File: src/rtl/hazard_ctl.sv
module hazard_ctl #(
  parameter int W = 5
) (
  input  logic         ex_load,
  input  logic         ex_wr,
  input  logic [W-1:0] ex_dst,
  input  logic         mem_load,
  input  logic [W-1:0] mem_dst,
  input  logic [W-1:0] id_src_a,
  input  logic [W-1:0] id_src_b,
  input  logic         id_branch,
  input  logic         id_jump,
  input  logic         id_taken,
  output logic         pc_en,
  output logic         ifid_en,
  output logic         idex_bubble,
  output logic         if_flush
);
  localparam logic [W-1:0] RZERO = '0;

  logic ex_live, mem_live;
  logic ex_hit, mem_hit;
  logic load_use, br_after_alu, br_after_load;
  logic stall, redirect;

  assign ex_live  = (ex_dst  != RZERO);
  assign mem_live = (mem_dst != RZERO);

  assign ex_hit  = ex_live  && ((ex_dst  == id_src_a) || (ex_dst  == id_src_b));
  assign mem_hit = mem_live && ((mem_dst == id_src_a) || (mem_dst == id_src_b));

  assign load_use      = ex_load && ex_hit;
  assign br_after_alu  = id_branch && ex_wr && ex_hit;
  assign br_after_load = id_branch && mem_load && mem_hit;

  assign stall    = load_use || br_after_alu || br_after_load;
  assign redirect = id_jump || (id_branch && id_taken);

  assign pc_en       = !stall;
  assign ifid_en     = !stall;
  assign idex_bubble = stall;
  assign if_flush    = redirect && !stall;
endmodule

File: config.mk
export PLATFORM = sky130hd
export DESIGN_NAME = hazard_ctl
export DESIGN_NICKNAME = d
export VERILOG_FILES = /design/src/rtl/hazard_ctl.sv
export SDC_FILE = /design/constraint.sdc
export NUM_CORES = 1
export LEC_CHECK = 0
export CAP_MARGIN = 20
export CORE_AREA = 2 2 39 41
export DETAILED_ROUTE_END_ITERATION = 12
export DIE_AREA = 0 0 41 43
export MAX_ROUTING_LAYER = met4
export PLACE_DENSITY = 0.66
export SETUP_SLACK_MARGIN = 0.02
export SYNTH_ARGS = -nofsm -noshare
export SYNTH_HDL_FRONTEND = slang
export SYNTH_SLANG_ARGS = --single-unit
File: constraint.sdc
create_clock -name vclk -period 1.8
set_input_delay 0.36 -clock vclk [all_inputs]
set_output_delay 0.36 -clock vclk [all_outputs]
set_load 0.05 [all_outputs]
After elaboration in Yosys (flattened, before gate mapping):

Index checks and enable logic that the tools add are counted.

* $add $sub $neg: 0
* $mul: 0
* divide/modulo/power cells: 0
* order comparisons: 0
* equal/unequal tests: 4
* shift-type cells: 0
* muxes and demuxes: 0
* bitwise logic cells: 0
* reduce and logical (&&, ||, !) cells: 17

Operators by type and width (count)
* equality test 5 bit: 4
* nonzero test 5 bit: 2
* logical AND 1 bit: 9
* logical OR 1 bit: 5
* logical NOT 1 bit: 1

* register bits after elaboration: 0
* bits in latches: 0
* memory bits (writable): 0
* memory bits (read-only): 0
* output and inout port bits: 4
* word-level logic and storage cells: 21
* memories kept: 0

Logic depth before layout (Yosys ltp):

Gate-level depths: netlist of run 1.

* depth after elaboration: 8
* mapped depth: 5
* mapped depth without buffers: 4

Worst setup path before layout of run 1:

Ideal clock, no wire load.

* kind: input port to output port
* start: input port mem_dst[0]
* end: output port pc_en
* arrival: 2.247 ns
* slack: -0.807 ns
* stages: 4
* cells stage by stage: or3_1 > o311a_1 > a22oi_1 > buf_4

* longest elaborated chain between the ends: 6
* elaborated cells on any way between the ends: 8
* those cells by class: eq/ne: 2; reduce/logical: 6

Ends and longest elaborated chain
* start: declaration: line 8 `input logic [W-1:0] mem_dst,`
* equality test 5 bit: line 30 `assign mem_hit = mem_live && ((mem_dst == id_src_a) || (mem_dst == id_src_b));`
* logical OR 1 bit: line 30
* logical AND 1 bit (*): line 30
* logical AND 1 bit (*): line 34 `assign br_after_load = id_branch && mem_load && mem_hit;`
* logical OR 1 bit (*): line 36 `assign stall = load_use || br_after_alu || br_after_load;`
* logical NOT 1 bit (*)
* end: declaration: line 14 `output logic pc_en,`

Mark *: on every way between the ends. The rest lies on a longest branch, timed or not.

Final worst setup path of run 1:

* start: input port mem_dst[0]
* end: output port if_flush

* longest elaborated chain between the ends: 7
* elaborated cells on any way between the ends: 9
* those cells by class: eq/ne: 2; reduce/logical: 7

Ends and longest elaborated chain
* equality test 5 bit: line 30
* logical OR 1 bit: line 30
* logical AND 1 bit (*): line 30
* logical AND 1 bit (*): line 34
* logical OR 1 bit (*): line 36
* logical NOT 1 bit (*): line 42 `assign if_flush = redirect && !stall;`
* logical AND 1 bit (*): line 42
* end: declaration: line 17 `output logic if_flush`

Marks and branches as above.

==> results_dict.tcl, run 1 <==
set metrics [dict create \
    status "complete, but fails checks" \
    violations "setup timing" \
    cellPowerDensity_nw_per_um2 279 \
    yosysMostFrequentCell "xnor2_1" \
    start_util 0.219 \
    grt_start_max_net_pins 4 \
    relSlewSlack 0.827 \
    tns_ns -0.762 \
    port_buffers 30 \
    ys_seq_area_frac 0 \
    startpoint "mem_dst[0]" \
    seq_cells 0 \
    layout-drive-gt1-share 0.253 \
    yosysTopAreaCell "xnor2_1" \
    setup_viol 4 \
    critPathKind "primary input to output pin" \
    vias 406 \
    final_cells 91 \
    post_drt_wl_per_cell_um 10.5 \
    avgSynthCellArea_um2 7.39 \
    startpoint_type "primary input" \
    drv_cap 0 \
    p_leak_nw 0.274 \
    grt_overflow 0 \
    core_um2 1380 \
    drt_pass1_iterations 4 \
    postRouteWirelength_um 952 \
    dpl.cell_count 90 \
    grt_pass1_wl_um 1660 \
    vias_per_cell 4.46 \
    max_freq_ghz 0.489 \
    num_antenna_cells 0 \
    crit_required_ns 1.44 \
    met2_wirelength_um 512 \
    crit_fanout 3 \
    arrival_ns 1.69 \
    yosys.area.top_type_share 0.579 \
    hold_violations 0 \
    design.portCount 30 \
    die_area_um2 1760 \
    layout.area.seq_um2 0 \
    nets 103 \
    track_usage 0.129 \
    crit_path_end "if_flush" \
    fin_crit_ns 2.05 \
    drcViolationCount 0 \
    period_share 1.14 \
    hold_ws_ns 1.36 \
    ant_nets 0 \
    holdBufCountCts 0 \
    syn_inst 41 \
    clockBufferCount 0 \
    top_layer "met3" \
    synth_nets 67 \
    die_x_um 41 \
    dr_wl_met3_um 53 \
    hp-class "primary input to output pin" \
    synth_common_cells "xnor2_1 (20), nand2_1 (4), nand3_1 (4)" \
    fin_ws_ns -0.245 \
    die_y_um 43 \
    slew_violations 0 \
    ys_warn_count 0 \
    peakVddDrop_mv 0.0976 \
    finish.utilization 0.501 \
    synth.area.top_cells "xnor2_1 (58%), nand3_1 (6.6%), a21oi_1 (5.0%), a221oi_2 (5.0%), nand2_1 (5.0%)" \
    worst_pin_slew_ns 0.259 \
    row_count 14 \
    synthDistinctLibCells 13 \
    rsz0062_at_grt "true" \
    synth_area_um2 303 \
    end_kind "output pin" \
    place.gp.congestion 0.847 \
    areaGrowthSynthToFinish_pct 129 \
    antenna_found_initial 0 \
    grt_pass1_vias 415 \
    final_cell_area_um2 693 \
    drt_iter0_drc 2 \
    met1Wirelength_um 386 \
    placed_cell_area_um2 678 \
]
==> logic make-up after synthesis <==
logic type / Yosys count / share of synthesized area
AOI/OAI and AO/OA: 9 / 0.231
xor gates and xnor gates: 20 / 0.579
and+or+nand+nor: 11 / 0.165
buffers and inverters: 1 / 0.0248
==> layout make-up <==
type                            instances  area (µm²)
Fill cell                             153         691
Tap cell                               16        20.0
Timing Repair Buffer                   35         352
Multi-Input combinational cell         40         322
==> cells in the final DEF, fill, tap and decap left out <==
master | synthesis | routed
a21oi_1 | 3 | 2
a21oi_2 | 0 | 1
a221oi_2 | 1 | 1
a22o_2 | 1 | 1
a22oi_2 | 0 | 1
buf_12 | 0 | 2
buf_2 | 0 | 2
buf_4 | 1 | 5
buf_8 | 0 | 2
clkbuf_16 | 0 | 1
clkdlybuf4s50_1 | 0 | 6
dlygate4sd2_1 | 0 | 17
nand2_1 | 4 | 4
nand3_1 | 4 | 4
nor2_1 | 1 | 1
nor3_2 | 0 | 1
o22ai_2 | 0 | 2
o311a_1 | 1 | 1
or3_1 | 1 | 1
xnor2_1 | 20 | 20
==> worst max-delay path, stage by stage <==
cell and delay, ns:
buf_8 0.09, or3_1 0.36, o311a_1 0.34, a221oi_2 0.30
clkbuf_16 0.22
==> stage by stage <==
step,setup WS [ns],total power [mW]
floorplan,-0.390,0.0893
global placement,-0.623,0.196
detailed placement,-0.619,0.197
CTS,-0.251,0.194
global route,-0.273,0.207
finish,-0.245,0.193
==> routing by layer <==
layer	vias to the layer above	global-route usage
li1	213	-
met1	181	0.174
met2	12	0.222
met3	0	0
met4	0	0
met5	-	-
==> where the power goes <==
part	internal, mW	leakage (nW)	total, mW	switching [mW]
clock network	0	0	0	0
logic	0.108	0.274	0.193	0.0853
registers	0	0	0	0
==> worst min-delay path by stage <==
stage	from	endpoint	slack (ns)	cells past startpoint
after floorplan	id_jump	if_flush	0.98	2
after global placement	id_jump	if_flush	1.50	4
after detailed placement	id_jump	if_flush	1.49	4
after CTS	mem_dst[0]	if_flush	1.35	5
after global routing	mem_dst[0]	if_flush	1.39	5
final	mem_dst[0]	if_flush	1.36	5
==> repair_timing <==
item | CTS | global route
gates cloned | 0 | 0
pin swaps | 7 | 3
setup buffers | 1 | 0
gates resized for setup | 38 | 1
setup endpoints to repair | 4 | 4
Power figures use the tool's default switching activity.
==> run 2, diff against run 1 <==
--- a/config.mk
+++ b/config.mk
@@ -15,3 +15,4 @@
 export SYNTH_ARGS = -nofsm -noshare
 export SYNTH_HDL_FRONTEND = slang
 export SYNTH_SLANG_ARGS = --single-unit
+export TNS_END_PERCENT = 50
==> run 2 against run 1 <==
Against the previous run: the flow still finishes with violations (setup timing); power unchanged; setup slack unchanged; highest routed layer unchanged; sequential share of layout area unchanged; first-iteration DRC count unchanged; core utilization unchanged; largest cell class unchanged; sequential cell count unchanged; die area unchanged; fmax unchanged.
==> results_dict.tcl, run 2 (same netlist as run 1, synthesis figures left out) <==
set metrics [dict create \
    grt_start_max_net_pins 4 \
    cp_slowest_stage_delay_ns 0.36 \
    num_antenna_cells 0 \
    layout-drive-gt1-share 0.253 \
    track_usage 0.129 \
    design.portCount 30 \
    peakVddDrop_mv 0.0976 \
    max_freq_ghz 0.489 \
    status "complete, but fails checks" \
    drt_pass1_iterations 4 \
    place_ws_ns -0.619 \
    p_switching_mw 0.0853 \
    nets 103 \
    critPathKind "primary input to output pin" \
    layout_commonest_cell "xnor2_1" \
    grt_pass1_wl_um 1660 \
    violations "setup timing" \
    row_count 14 \
    p_clk_frac 0 \
    vias 406 \
    core_um2 1380 \
    ant_nets 0 \
    worst_pin_slew_ns 0.259 \
    postRouteWirelength_um 952 \
    grt_overflow 0 \
    vias_per_cell 4.46 \
    n_fill_cell 153 \
    setup_viol 4 \
    cellPowerDensity_nw_per_um2 279 \
    switching_share 0.442 \
    seq_cells 0 \
    end_kind "output pin" \
    arrival_ns 1.69 \
    place.gp.congestion 0.847 \
    layout_common_cells "xnor2_1 (20), dlygate4sd2_1 (17), clkdlybuf4s50_1 (6)" \
    relSlewSlack 0.827 \
    hp-class "primary input to output pin" \
    fin_crit_ns 2.05 \
    startpoint_type "primary input" \
    antenna_found_initial 0 \
    post_drt_wl_per_cell_um 10.5 \
    clockBufferCount 0 \
    layout.area.seq_um2 0 \
    die_area_um2 1760 \
    start_util 0.219 \
    drt_iter0_drc 2 \
    tns_ns -0.762 \
    period_share 1.14 \
    rsz0062_at_grt "true" \
    die_x_um 41 \
    internal_power_mw 0.108 \
    drcViolationCount 0 \
    fin_ws_ns -0.245 \
    seqPwrFrac 0 \
    slowest_stage "or3_1" \
    grt_pass1_vias 415 \
    p_comb_frac 1.000 \
    path_cells "buf_8 -> or3_1 -> o311a_1 -> a221oi_2 -> clkbuf_16" \
    holdBufCountCts 0 \
    die_y_um 43 \
    areaGrowthSynthToFinish_pct 129 \
    slew_violations 0 \
    hold_violations 0 \
    drv_cap 0 \
    crit_fanout 3 \
    port_buffers 30 \
    crit_required_ns 1.44 \
    p_leak_nw 0.274 \
]
==> run 2: cell counts in the layout (fill, tap and decap cells not counted) <==
Identical to the previous run, type by type.
==> run 2: final timing paths <==
kind	start	end	slack, ns	depth (start not counted)
setup / recovery	mem_dst[0]	if_flush	-0.25	5
hold / removal	mem_dst[0]	if_flush	1.36	5
==> run 2: worst max-delay path, delay by kind of cell <==
family / cells / cell delay [ns]
compound gates: 2 / 0.64
simple gates: 1 / 0.36
buf+inv: 2 / 0.31
==> run 2: layout make-up <==
cell class	instances	area, µm²	area share
repair buffers	35	352	0.507
multi-input cells	40	322	0.464
well taps	16	20.0	0.0289
==> run 2: metal layers <==
| metal | track usage | wire (µm) | vias up |
|---|---|---|---|
| met4 | 0 | 0 | 0 |
| met5 | - | 0 | - |
| li1 | - | - | 213 |
| met3 | 0 | 53 | 0 |
| met2 | 0.222 | 512 | 12 |
| met1 | 0.174 | 386 | 181 |
==> run 2: metrics by stage <==
step           hold slack (ns)  cell area [µm²]  power (mW)  instances  utilization
5_1_grt                   1.39              693       0.207         91        0.501
3_5_place_dp              1.49              678       0.197         90        0.490
3_3_place_gp              1.50              678       0.196         90        0.490
4_1_cts                   1.35              688       0.194         91        0.497
2_1_floorplan            0.978              312      0.0893         41            -
6_report                  1.36              693       0.193         91        0.501
==> run 2: power by group through the flow <==
stage	combinational (mW)	clock [mW]	sequential [mW]
floorplan	0.0893	0	0
global placement	0.196	0	0
detailed placement	0.197	0	0
CTS	0.194	0	0
global route	0.207	0	0
finish	0.193	0	0
==> run 2: repair_timing <==
item | CTS | global route
endpoints found under the hold margin | 0 | 0
setup endpoints to repair | 4 | 4
buffers inserted | 1 | 0
resized for setup | 38 | 1
pin swaps | 7 | 3
